$ cat src/rtl/lock_pkg.sv
package lock_pkg;
  localparam int KEY_LEN = 3;
  localparam int IDX_W = (KEY_LEN > 1) ? $clog2(KEY_LEN) : 1;

  typedef enum logic [2:0] {
    PH_START,
    PH_COMP,
    PH_WAIT,
    PH_BAD_WAIT,
    PH_BAD_STEP,
    PH_OPEN,
    PH_FAIL
  } phase_t;

  typedef struct packed {
    logic             loadCombo;
    logic             compareEn;
    logic [IDX_W-1:0] bitSel;
  } lock_strobe_t;
endpackage

$ cat src/rtl/lock_datapath.sv
module lock_datapath
  import lock_pkg::*;
#(
  parameter int LEN = KEY_LEN
) (
  input  logic           clk,
  input  logic           rst,
  input  logic           enterBtn,
  input  logic           keyBit,
  input  logic [LEN-1:0] comboIn,
  input  lock_strobe_t   st,
  output logic           enterPulse,
  output logic           keyMatch
);
  logic           enterPrev;
  logic [LEN-1:0] comboReg;

  always_ff @(posedge clk) begin
    if (rst) begin
      enterPrev <= 1'b0;
      comboReg  <= '0;
    end else begin
      enterPrev <= enterBtn;
      if (st.loadCombo) comboReg <= comboIn;
    end
  end

  assign enterPulse = enterBtn & ~enterPrev;
  assign keyMatch   = (keyBit == comboReg[st.bitSel]);
endmodule

$ cat src/rtl/lock_control.sv
module lock_control
  import lock_pkg::*;
#(
  parameter int LEN = KEY_LEN
) (
  input  logic         clk,
  input  logic         rst,
  input  logic         enterPulse,
  input  logic         keyMatch,
  output lock_strobe_t st,
  output logic         unlock,
  output logic         error
);
  localparam logic [IDX_W-1:0] LAST_IDX = IDX_W'(LEN - 1);

  phase_t           phase, phaseNext;
  logic [IDX_W-1:0] pos, posNext;

  always_ff @(posedge clk) begin
    if (rst) begin
      phase <= PH_START;
      pos   <= '0;
    end else begin
      phase <= phaseNext;
      pos   <= posNext;
    end
  end

  always_comb begin
    phaseNext = phase;
    posNext   = pos;
    unique case (phase)
      PH_START: if (enterPulse) begin
        phaseNext = PH_COMP;
        posNext   = '0;
      end
      PH_COMP: begin
        if (pos == LAST_IDX) phaseNext = keyMatch ? PH_OPEN : PH_FAIL;
        else                 phaseNext = keyMatch ? PH_WAIT : PH_BAD_WAIT;
      end
      PH_WAIT: if (enterPulse) begin
        phaseNext = PH_COMP;
        posNext   = pos + 1'b1;
      end
      PH_BAD_WAIT: if (enterPulse) begin
        phaseNext = PH_BAD_STEP;
        posNext   = pos + 1'b1;
      end
      PH_BAD_STEP: phaseNext = (pos == LAST_IDX) ? PH_FAIL : PH_BAD_WAIT;
      PH_OPEN:     phaseNext = PH_OPEN;
      PH_FAIL:     phaseNext = PH_FAIL;
      default:     phaseNext = PH_START;
    endcase
  end

  always_comb begin
    st.loadCombo = (phase == PH_START);
    st.compareEn = (phase == PH_COMP);
    st.bitSel    = pos;
  end

  assign unlock = (phase == PH_OPEN);
  assign error  = (phase == PH_FAIL);
endmodule

$ cat src/rtl/serial_lock.sv
module serial_lock
  import lock_pkg::*;
(
  input  logic               clk,
  input  logic               rst,
  input  logic               enterBtn,
  input  logic               keyBit,
  input  logic [KEY_LEN-1:0] comboIn,
  output logic               unlock,
  output logic               error
);
  lock_strobe_t st;
  logic         enterPulse;
  logic         keyMatch;

  lock_datapath #(.LEN(KEY_LEN)) u_dp (
    .clk        (clk),
    .rst        (rst),
    .enterBtn   (enterBtn),
    .keyBit     (keyBit),
    .comboIn    (comboIn),
    .st         (st),
    .enterPulse (enterPulse),
    .keyMatch   (keyMatch)
  );

  lock_control #(.LEN(KEY_LEN)) u_ctrl (
    .clk        (clk),
    .rst        (rst),
    .enterPulse (enterPulse),
    .keyMatch   (keyMatch),
    .st         (st),
    .unlock     (unlock),
    .error      (error)
  );
endmodule

$ cat config.mk
export PLATFORM = sky130hd
export DESIGN_NAME = serial_lock
export DESIGN_NICKNAME = d
export VERILOG_FILES = /design/src/rtl/lock_pkg.sv /design/src/rtl/lock_datapath.sv /design/src/rtl/lock_control.sv /design/src/rtl/serial_lock.sv
export SDC_FILE = /design/constraint.sdc
export NUM_CORES = 1
export LEC_CHECK = 0
export BUFFER_PORTS_ARGS = -buffer_cell sky130_fd_sc_hd__buf_2
export CAP_MARGIN = 20
export CORE_MARGIN = 10
export CORE_UTILIZATION = 30
export CTS_CLUSTER_DIAMETER = 150
export DETAILED_ROUTE_END_ITERATION = 8
export GPL_TIMING_DRIVEN = 0
export HOLD_SLACK_MARGIN = 0.1
export PLACE_DENSITY = 0.5
export SYNTH_ARGS = -nofsm -noshare
export SYNTH_HDL_FRONTEND = slang
export SYNTH_HIERARCHICAL = 1
export SYNTH_SLANG_ARGS = --single-unit
$ cat constraint.sdc
create_clock -name clk -period 2.33 [get_ports clk]
set_clock_uncertainty 0.1 [all_clocks]
set_input_delay 0.3495 -clock clk [delete_from_list [all_inputs] [get_ports clk]]
set_output_delay 0.3495 -clock clk [all_outputs]
set_load 0.005 [all_outputs]
* After elaboration in Yosys (flattened, before gate mapping)
Cells that the tools add are included.
** Storage, ports and cells
- Register bits :: 9
- Input port bits :: 7
- Output and inout port bits :: 2
- Logic and storage cells :: 38
** Cells by class
- Add/subtract/negate cells :: 1
- $lt $le $gt $ge :: 1
- Equal/unequal tests :: 12
- Muxes and demuxes :: 12
- Bitwise logic cells :: 2
- Reductions and logical operators :: 6
** Operators by type and width (count)
- $pmux W3 S6 :: 1
- $mux W3 :: 4
- $eq A3 B3 Y1 const B :: 3
- $eq A3 B2 Y1 const B :: 2
- $mux W2 :: 3
- $ne A2 B1 Y1 const B :: 3
- $pmux W2 S2 :: 1
- $reduce_or A2 Y1 :: 2
- $eq A3 B1 Y1 const B :: 1
- $logic_not A3 Y1 :: 1
- $lt A2 B3 Y1 const B :: 1
- $reduce_and A3 Y1 :: 1
- $add A2 B1 Y2 const B :: 1
- $bmux W1 S2 :: 1
- $eq A2 B2 Y1 const B :: 1
- $mux W1 :: 2
- $ne A2 B2 Y1 const B :: 1
- $reduce_and A2 Y1 :: 1
- $reduce_bool A2 Y1 :: 1
- $and A1 B1 Y1 :: 1
- $eq A1 B1 Y1 :: 1
- $not A1 Y1 :: 1

* Longest topological paths before layout
Gate-level depths: netlist of the first run.
- Word-level depth :: 6
- Mapped depth :: 7
- Depth with buffers taken out :: 7

* Cells and area by module
Netlist of the first run, hierarchy kept.
** Modules (own cells, without submodules)
- lock_control :: times used 1, cells each 39, area an instance 330.3 µm², sequential area each 100.1 µm²
- lock_datapath :: times used 1, cells each 16, area an instance 162.7 µm², sequential area each 80.1 µm²

* Worst setup path before layout of the first run
OpenSTA, ideal clock, no wires.
- Path type :: reg2reg
- Start point :: register u_ctrl.pos[1]
- End point :: register u_ctrl.phase[0]
- Setup time :: 0.103 ns
- Arrival time :: 1.551 ns
- Data required time :: 2.127 ns
- Slack :: 0.575 ns
- Cell stages (with the launch flop) :: 7
- Path buffers :: 0
- Clock period less this slack :: 1.755 ns
- Cells stage by stage :: dfxtp_1 -> mux2i_1 -> o22ai_1 -> xnor2_1 -> ha_1 -> a22o_1 -> a2111oi_2
** Between the ends
- Longest elaborated chain between the ends :: 6
- Elaborated cells between the ends (all ways) :: 9
- Those cells by class :: 2 x eq/ne; 7 x mux
** RTL lines
- start: declaration :: line lock_control.sv:17 : logic [IDX_W-1:0] pos, posNext;
- start signal: assignment :: line lock_control.sv:25 : pos <= posNext;
- $bmux W1 S2 (*) :: line lock_datapath.sv:29 : assign keyMatch = (keyBit == comboReg[st.bitSel]);
- $mux W1 (implied by the code) (*) :: line lock_datapath.sv:29
- $eq A1 B1 Y1 (*) :: line lock_datapath.sv:29
- via keyMatch :: line serial_lock.sv:14 : logic keyMatch;
- $mux W1 / $mux W2 (equally long branches) :: line lock_control.sv:39, lock_control.sv:38
- $mux W3 (*) :: line lock_control.sv:38 : if (pos == LAST_IDX) phaseNext = keyMatch ? PH_OPEN : PH_FAIL;
- $pmux W3 S6 (*) :: line lock_control.sv:32 : unique case (phase)
- end signal: assignment :: line lock_control.sv:24 : phase <= phaseNext;
- end: declaration :: line lock_control.sv:16 : phase_t phase, phaseNext;
Mark *: on every way through the listed nets, which the timed path passes. The rest lies on a longest branch. The select of a mux whose other input is x is not followed.
A chain may end at the register's enable or synchronous reset.

* Worst setup path after layout of the first run
Ends and elaborated chain as after synthesis.

==> impl_metrics.env, run 1 <==
export IMPL_status="complete, no violations"
export IMPL_viasPerCell=4.793
export IMPL_power_per_cell_area_nw_per_um2=638.1
export IMPL_routed_via_count=393
export IMPL_p_clk_frac=0.326
export IMPL_num_io_pins=9
export IMPL_syn_area_um2=488.0
export IMPL_placed_area_um2=548.0
export IMPL_p_sw_mw=0.09818
export IMPL_dieHeight_um=60.33
export IMPL_min_period_ps=1878
export IMPL_crit_type="reg2reg"
export IMPL_initialDrtViolationCount=1
export IMPL_yosysWarnings=6
export IMPL_final_nets=76
export IMPL_cpPeakStageDelay_ps=390
export IMPL_cts_made_buffers=3
export IMPL_diodes=0
export IMPL_r2r_start="u_ctrl/pos[1]"
export IMPL_syn_avg_cell_area_um2=9.036
export IMPL_clk_pin_slew_ps=60
export IMPL_cts_resized_gates=0
export IMPL_grt_antenna_before_repair=0
export IMPL_drt_total_wl_um=972
export IMPL_route_detailed_drc=0
export IMPL_p_int_mw=0.2683
export IMPL_gr_total_overflow=0
export IMPL_reg2reg_slack_ps=450
export IMPL_hold_viol_final=0
export IMPL_cp_data_arrival_time_ps=1940
export IMPL_setup_tns_ps=0
export IMPL_dp_slack_ps=448.8
export IMPL_grt_pass1_vias=412
export IMPL_ir_worst_vdd_v=0.0002585
export IMPL_hold_buffers=0
export IMPL_switching_share=0.2679
export IMPL_grt_setup_unrepaired="no"
export IMPL_area_delta_synth_final_pct=17.69
export IMPL_dieArea_um2=3640
export IMPL_holdWs_ps=218.8
export IMPL_cts_tree="yes"
export IMPL_rr_endpoint="u_ctrl/phase[0]"
export IMPL_cts_root_buffer="clkbuf_4"
export IMPL_end_kind="flop"
export IMPL_grt_max_degree=10
export IMPL_setup_violations=0
export IMPL_layout_setup_ws_ps=452.2
export IMPL_startpoint_type="flop"
export IMPL_hold_path_class="in2reg"
export IMPL_placed_cells=78
export IMPL_worstPathMaxFanout=4
export IMPL_synthCells=54
export IMPL_fin_area_um2=574.3
export IMPL_clkSinkCount=9
export IMPL_syn_nets=63
export IMPL_cts_setup_buffers=0
export IMPL_num_rows=14
export IMPL_drt_antenna_violating_nets=0
export IMPL_first_pass_iters=2
export IMPL_critical_path_slowest_cell="dfxtp_1"
export IMPL_cts_max_level=1
export IMPL_reg2reg_depth=6
export IMPL_gp_congestion=0.6825
export IMPL_slew_headroom=0.6022
export IMPL_drv_cap=0
export IMPL_grt_pass1_wl_um=1676
export IMPL_clockBufferDepth=2
export IMPL_drive_gt1_frac=0.2121
export IMPL_seqPwrFrac=0.481
export IMPL_initial_core_util=0.3202
export IMPL_worstMarginPinSlew_ps=592.2
export IMPL_io_buffers=8
export IMPL_fmaxAchievable_mhz=532.5
export IMPL_cp_required_ps=2390
export IMPL_dp_hpwl_um=749.4
export IMPL_track_usage=0.06287
export IMPL_period_share=0.8059
export IMPL_design_core_area_um2=1524
export IMPL_fp_dieW_um=60.33
export IMPL_crit_end="u_ctrl/phase[0]"
export IMPL_combPwrFrac=0.194
export IMPL_leakage_nw=0.2494
export IMPL_wire_per_inst_um=11.85
export IMPL_cp_startpoint="u_ctrl/pos[1]"
export IMPL_insertion_delay_ps=260
export IMPL_maxSlewViolCount=0
export IMPL_finalNonFillerCells=82
export IMPL_worstPathCellList="mux2i_1, o22ai_1, xnor2_1, ha_1, a22o_1, a2111oi_2"
## cell type report
cell class                 count  area [um2]
buffer                         2       18.77
tap                           16       20.02
fill                         160       949.7
multi-input combinational     39       274.0
clock buffer                   4       26.28
timing repair buffer           8       40.04
sequential                     9       180.2
inverter                       4       15.01
## sequential cells by signal, summed over array words and instances, names as in the netlist
name	cells
u_dp/enterPrev	1
u_ctrl/phase	3
u_ctrl/pos	2
u_dp/comboReg	3
## layer usage
layer	global-route usage	part of all wire	wire length, um	vias to the layer above
met3	0.02505	0.025	24	2
met1	0.07692	0.53	514	168
met4	0.06410	0.010	10	0
li1	-	-	-	217
met2	0.07794	0.43	422	6
met5	0	0	0	-
## worst min path at each step
stage                           startpoint          endpoint  slack, ps  cells past startpoint
after floorplan                        rst   u_ctrl/phase[0]        320                      1
after global placement    u_dp/comboReg[1]  u_dp/comboReg[1]        380                      2
after detailed placement  u_dp/comboReg[2]  u_dp/comboReg[2]        390                      2
after CTS                         enterBtn    u_dp/enterPrev        210                      2
after global routing              enterBtn    u_dp/enterPrev        240                      2
final                             enterBtn    u_dp/enterPrev        220                      2
## critical path, delay by kind of cell (launching register included)
| family | cells | cell delay (ps) |
|---|---|---|
| DFF | 1 | 390 |
| adders and majority gates | 1 | 300 |
| muxes | 1 | 210 |
| xor gates and xnor gates | 1 | 140 |
| AOI/OAI and AO/OA | 3 | 650 |
## stage by stage
step                  util  power [mW]
CTS                 0.3768      0.3728
global placement    0.3596      0.2508
detailed placement  0.3596      0.2514
finish              0.3768      0.3665
global route        0.3768      0.3896
floorplan                -      0.2324
## placed cells by master, fill, tap and decap left out, drive strengths merged
cell and instances:
and2b 3, clkbuf 4, and2 1, o21a 1
nand3b 1, nor2 4, ha 2, o21ai 3
nand2 1, nand3 1, dfxtp 9, a221oi 1
a2111oi 1, nand2b 1, a21oi 3, a22o 1
nor2b 3, buf 10, inv 4, xnor2 1
mux2i 4, a211oi 1, a311o 1, and3 1
nor3 3, o22ai 1
## power by group through the flow
stage	registers, mW	logic, mW	clock network (mW)
after floorplan	0.177	0.0552	0
after global routing	0.178	0.0798	0.132
after CTS	0.176	0.0718	0.125
after global placement	0.180	0.0712	0
final	0.176	0.0710	0.119
after detailed placement	0.180	0.0716	0
Power figures use the tool's default switching activity.
==> run 2: changes to the inputs <==
--- a/config.mk
+++ b/config.mk
@@ -13,7 +13,7 @@
 export DETAILED_ROUTE_END_ITERATION = 8
 export GPL_TIMING_DRIVEN = 0
 export HOLD_SLACK_MARGIN = 0.1
-export PLACE_DENSITY = 0.5
+export PLACE_DENSITY = 0.52
 export SYNTH_ARGS = -nofsm -noshare
 export SYNTH_HDL_FRONTEND = slang
 export SYNTH_HIERARCHICAL = 1
==> constraint.sdc (replaced) <==
create_clock -name clk -period 1.51 [get_ports clk]
set_clock_uncertainty 0.1 [all_clocks]
set_input_delay 0.2265 -clock clk [delete_from_list [all_inputs] [get_ports clk]]
set_output_delay 0.2265 -clock clk [all_outputs]
set_load 0.005 [all_outputs]
==> run 2 against run 1 <==
- the run now ends with setup timing left
- routed wire length rose by 1.6%
- register-to-register slack got worse by 680 ps
- global-route usage fell by 0.16 points
- first-iteration DRC count rose to 11 times the previous value
- sequential power rose by 55%
- power rose by 56%
- critical endpoint unchanged
- final area rose by 6.1%
- core utilization rose by 2.3 points
- largest cell class unchanged
- largest power group unchanged
- sequential share of layout area fell by 1.6 points
- final cell count rose by 3.7%
- non-clock buffer count rose by 3
- highest routed layer is now met3
==> impl_metrics.env, run 2 (synthesis results as in run 1) <==
export IMPL_fmaxAchievable_mhz=576.3
export IMPL_reg_largest_list="u_ctrl/phase x3, u_dp/comboReg x3, u_ctrl/pos x2"
export IMPL_design_core_area_um2=1524
export IMPL_ir_worst_vdd_v=0.0004918
export IMPL_clkSinkCount=9
export IMPL_layout_setup_ws_ps=-225.3
export IMPL_period_share=1.149
export IMPL_grt_antenna_before_repair=0
export IMPL_power_per_cell_area_nw_per_um2=936.7
export IMPL_cp_data_arrival_time_ps=1790
export IMPL_hold_viol_final=0
export IMPL_wire_per_inst_um=11.62
export IMPL_setup_violations=3
export IMPL_grt_pass1_vias=433
export IMPL_drv_cap=0
export IMPL_drt_antenna_violating_nets=0
export IMPL_area_delta_synth_final_pct=24.87
export IMPL_dieArea_um2=3640
export IMPL_layout_common_cells="buf_2 (8), dfxtp_1 (8), inv_1 (4), nor2_1 (4), mux2i_1 (4)"
export IMPL_slew_headroom=0.6352
export IMPL_drive_gt1_frac=0.2464
export IMPL_worstMarginPinSlew_ps=543.1
export IMPL_gp_congestion=0.7555
export IMPL_finalNonFillerCells=85
export IMPL_first_pass_iters=4
export IMPL_route_detailed_drc=0
export IMPL_placed_cells=78
export IMPL_grt_pass1_wl_um=1690
export IMPL_initialDrtViolationCount=11
export IMPL_cts_root_buffer="clkbuf_4"
export IMPL_track_usage=0.06127
export IMPL_routed_via_count=434
export IMPL_diodes=0
export IMPL_clockBufferDepth=2
export IMPL_insertion_delay_ps=250
export IMPL_status="finished, violations left"
export IMPL_crit_type="reg2reg"
export IMPL_setup_tns_ps=-300.2
export IMPL_worstHoldPathCells=3
export IMPL_grt_setup_unrepaired="yes"
export IMPL_worstPathMaxFanout=2
export IMPL_hp_start="comboIn[2]"
export IMPL_min_to="u_dp/comboReg[2]"
export IMPL_grt_max_degree=10
export IMPL_initial_core_util=0.3202
export IMPL_rr_endpoint="u_ctrl/phase[0]"
export IMPL_reg2reg_depth=6
export IMPL_r2r_start="u_ctrl/pos[1]"
export IMPL_viasPerCell=5.106
export IMPL_cts_made_buffers=3
export IMPL_startpoint_type="flop"
export IMPL_leakage_nw=0.2657
export IMPL_dp_hpwl_um=733
export IMPL_fp_dieW_um=60.33
export IMPL_cp_required_ps=1560
export IMPL_num_io_pins=9
export IMPL_final_nets=79
export IMPL_io_buffers=8
export IMPL_maxSlewViolCount=0
export IMPL_violations="setup timing"
export IMPL_clk_pin_slew_ps=60
export IMPL_hold_path_class="in2reg"
export IMPL_reg2reg_slack_ps=-230
export IMPL_drt_total_wl_um=988
export IMPL_gr_total_overflow=0
export IMPL_min_period_ps=1735
export IMPL_fillers=151
export IMPL_end_kind="flop"
export IMPL_cts_max_level=1
export IMPL_dieHeight_um=60.33
export IMPL_cts_tree="yes"
export IMPL_num_rows=14
[run 2: worst max-delay path by stage]
| stage | startpoint | to | slack, ps |
|---|---|---|---|
| global placement | u_ctrl/pos[1] | u_ctrl/phase[0] | -280 |
| global route | u_ctrl/pos[1] | u_ctrl/phase[0] | -340 |
| floorplan | u_ctrl/pos[1] | u_ctrl/phase[0] | -130 |
| detailed placement | u_ctrl/pos[1] | u_ctrl/phase[0] | -290 |
| CTS | u_ctrl/pos[1] | u_ctrl/phase[0] | -250 |
| finish | u_ctrl/pos[1] | u_ctrl/phase[0] | -230 |
[run 2: layout make-up]
type	count	area [um2]	share of cell area
plain buffers	2	18.77	0.03080
clock buffers	4	26.28	0.04312
inverters	4	15.01	0.02464
multi-input cells	39	280.3	0.4600
flip-flops and latches	9	181.4	0.2977
well taps	16	20.02	0.03285
repair buffers	11	67.56	0.1109
[run 2: worst max-delay path, cell delays in order, from the launching register on]
cell	delay [ps]
dfxtp_2	340
mux2i_1	190
o22ai_1	100
xnor2_1	180
ha_1	250
a22o_1	190
a2111oi_2	280
[run 2: routing by layer]
layer,vias up,global-route usage,part of all wire
li1,223,-,-
met1,194,0.06532,0.47
met2,17,0.09559,0.47
met3,0,0.02923,0.059
met4,0,0.03846,0
met5,-,0,0
[run 2: power by group]
group / switching [mW] / internal (mW)
Clock: 0.0790 / 0.102
Sequential: 0.0154 / 0.256
Combinational: 0.0574 / 0.0613
[run 2: timing repair]
| action | 4_1_cts | 5_1_grt |
|---|---|---|
| pin swaps | 3 | 0 |
| setup endpoints to repair | 3 | 6 |
| endpoints found under the hold margin | 2 | 0 |
| hold buffers | 2 | 0 |
| gates resized for setup | 1 | 0 |
| setup buffers | 1 | 0 |
[run 2: per-stage QoR]
step	hold slack [ps]	cell area (um2)	power [mW]	setup WS [ps]	utilization
after floorplan	188.2	489.2	0.3588	-131.7	-
after global placement	353.6	549.3	0.3869	-276.7	0.3604
after detailed placement	359.5	549.3	0.3865	-291.3	0.3604
after CTS	100.2	609.3	0.5825	-252.6	0.3998
after global routing	128.9	609.3	0.6144	-344.6	0.3998
final	106.5	609.3	0.5708	-225.3	0.3998
==> run 3: changes to the inputs <==
--- a/config.mk
+++ b/config.mk
@@ -7,13 +7,13 @@
 export LEC_CHECK = 0
 export BUFFER_PORTS_ARGS = -buffer_cell sky130_fd_sc_hd__buf_2
 export CAP_MARGIN = 20
-export CORE_MARGIN = 10
-export CORE_UTILIZATION = 30
+export CORE_AREA = 10 10 47 49
 export CTS_CLUSTER_DIAMETER = 150
 export DETAILED_ROUTE_END_ITERATION = 8
+export DIE_AREA = 0 0 57 59
 export GPL_TIMING_DRIVEN = 0
 export HOLD_SLACK_MARGIN = 0.1
-export PLACE_DENSITY = 0.52
+export PLACE_DENSITY = 0.61
 export SYNTH_ARGS = -nofsm -noshare
 export SYNTH_HDL_FRONTEND = slang
 export SYNTH_HIERARCHICAL = 1
==> run 3 against run 2 <==
- the flow still finishes with violations (setup timing)
- critical path depth decreased by 1
- fmax increased by 1.7%
- register-to-register slack improved by 30 ps
- clock-buffer cell count unchanged
- non-clock buffer count increased by 1
- power increased by 0.52%
- final cell count increased by 1.2%
- clock power about the same
- global-route usage increased by 0.53 points
- critical endpoint unchanged
==> impl_metrics.env, run 3 (synthesis results as in run 1) <==
export IMPL_status="finished, violations left"
export IMPL_violations="setup timing"
export IMPL_reg2reg_slack_ps=-200
export IMPL_grt_antenna_before_repair=0
export IMPL_gp_congestion=0.8253
export IMPL_cpMostUsedCell="ha_1"
export IMPL_route_detailed_drc=0
export IMPL_dp_hpwl_um=728.8
export IMPL_grt_pass1_vias=400
export IMPL_setup_violations=1
export IMPL_slew_headroom=0.6221
export IMPL_grtUsageMet2=0.08217
export IMPL_fp_dieW_um=57
export IMPL_first_pass_iters=4
export IMPL_crit_cells=5
export IMPL_diodes=0
export IMPL_num_io_pins=9
export IMPL_grt_busiest_layer="met2"
export IMPL_clockBufferDepth=2
export IMPL_layout_common_cells="buf_2 (8), dfxtp_1 (8), inv_1 (4), nor2_1 (4), mux2i_1 (4)"
export IMPL_dieArea_um2=3363
export IMPL_hold_viol_final=0
export IMPL_hp_start="comboIn[2]"
export IMPL_initialDrtViolationCount=6
export IMPL_cp_data_arrival_time_ps=1760
export IMPL_drive_gt1_frac=0.2429
export IMPL_cts_made_buffers=3
export IMPL_grt_max_degree=10
export IMPL_gr_total_overflow=0
export IMPL_drt_total_wl_um=1000
export IMPL_clk_pin_slew_ps=60
export IMPL_worstMarginPinSlew_ps=562.5
export IMPL_grt_setup_unrepaired="yes"
export IMPL_min_to="u_dp/comboReg[2]"
export IMPL_reg2reg_depth=5
export IMPL_cp_num_buf_inv=1
export IMPL_fmaxAchievable_mhz=585.9
export IMPL_met1_usage=0.08086
export IMPL_design_core_area_um2=1401
export IMPL_end_kind="flop"
export IMPL_rr_endpoint="u_ctrl/phase[0]"
export IMPL_use_met3=0.02361
export IMPL_insertion_delay_ps=250
export IMPL_power_mw=0.5737
export IMPL_clkSinkCount=9
export IMPL_leakage_nw=0.2699
export IMPL_drv_cap=0
export IMPL_startpoint_type="flop"
export IMPL_worstPathCellList="inv_1, ha_1, ha_1, a22o_1, a2111oi_2"
export IMPL_cp_top_family="adder cells"
export IMPL_placed_cells=78
export IMPL_power_per_cell_area_nw_per_um2=926.4
export IMPL_num_rows=14
export IMPL_hold_path_class="in2reg"
export IMPL_min_period_ps=1707
export IMPL_crit_type="reg2reg"
export IMPL_critical_path_slowest_cell="dfxtp_1"
export IMPL_cts_root_buffer="clkbuf_4"
export IMPL_cts_tree="yes"
export IMPL_dieHeight_um=59
export IMPL_period_share=1.130
export IMPL_routed_via_count=414
export IMPL_worstPathMaxFanout=5
export IMPL_io_buffers=8
export IMPL_grt_pass1_wl_um=1731
export IMPL_drt_antenna_violating_nets=0
export IMPL_cts_max_level=1
export IMPL_worstHoldPathCells=3
export IMPL_wire_per_inst_um=11.63
export IMPL_cpPeakStageDelay_ps=380
export IMPL_ir_worst_vdd_v=0.0005478
export IMPL_initial_core_util=0.3482
export IMPL_reg_largest_list="u_ctrl/phase x3, u_dp/comboReg x3, u_ctrl/pos x2"
export IMPL_maxSlewViolCount=0
export IMPL_track_usage=0.06658
export IMPL_r2r_start="u_ctrl/pos[0]"
export IMPL_layout_setup_ws_ps=-196.6
export IMPL_finalNonFillerCells=86
export IMPL_area_delta_synth_final_pct=26.92
export IMPL_cp_required_ps=1570
export IMPL_final_nets=80
export IMPL_viasPerCell=4.814
## run 3: cell count changes in the layout (fill, tap and decap cells not counted)
cell and delta:
dlygate4sd3_1 +1
## run 3: timing repair
item	in CTS	in global routing
hold buffers	3	0
endpoints found under the setup margin	2	6
resized for setup	1	0
hold endpoints to repair	3	0
pin swaps	2	0
setup buffers	1	0
## run 3: how the worst max path moves through the flow
stage	start	endpoint
after global placement	u_ctrl/pos[1]	u_ctrl/phase[0]
after CTS	u_ctrl/pos[1]	u_ctrl/phase[0]
after detailed placement	u_ctrl/pos[1]	u_ctrl/phase[0]
after floorplan	u_ctrl/pos[1]	u_ctrl/phase[0]
final	u_ctrl/pos[0]	u_ctrl/phase[0]
after global routing	u_ctrl/pos[1]	u_ctrl/phase[0]
## run 3: area by class of cell
class / count / area, um2
fillers: 146 / 782.0
inverters: 4 / 15.01
clock buffers: 4 / 26.28
plain buffers: 2 / 18.77
well taps: 16 / 20.02
multi-input cells: 39 / 280.3
repair buffers: 12 / 77.57
flip-flops and latches: 9 / 181.4
## run 3: routing by layer
| metal | part of all wire | vias to the layer above |
|---|---|---|
| met5 | 0 | - |
| met4 | 0.023 | 0 |
| met3 | 0.042 | 2 |
| met2 | 0.43 | 7 |
| met1 | 0.51 | 181 |
| li1 | - | 224 |
## run 3: power breakdown
part	switching [mW]	internal [mW]
Combinational	0.0556	0.0630
Sequential	0.0160	0.256
Clock	0.0814	0.102
Total	0.153	0.421
## run 3: worst reg2reg max path, cell delays in order (launching register included)
cell and delay [ps]:
dfxtp_1 380, inv_1 80, ha_1 260, ha_1 310
a22o_1 190, a2111oi_2 280
## run 3: metrics by stage
step | hold WS, ps | util | TNS, ps | setup slack [ps] | instance area, um2
global placement | 351.1 | 0.3920 | -275.9 | -227.9 | 549.3
finish | 119.1 | 0.4420 | -196.6 | -196.6 | 619.3
detailed placement | 366.3 | 0.3920 | -298.3 | -239.9 | 549.3
floorplan | 188.2 | - | -131.7 | -131.7 | 489.2
CTS | 113.2 | 0.4420 | -201.7 | -198.8 | 619.3
global route | 126.6 | 0.4420 | -709.0 | -320.4 | 619.3
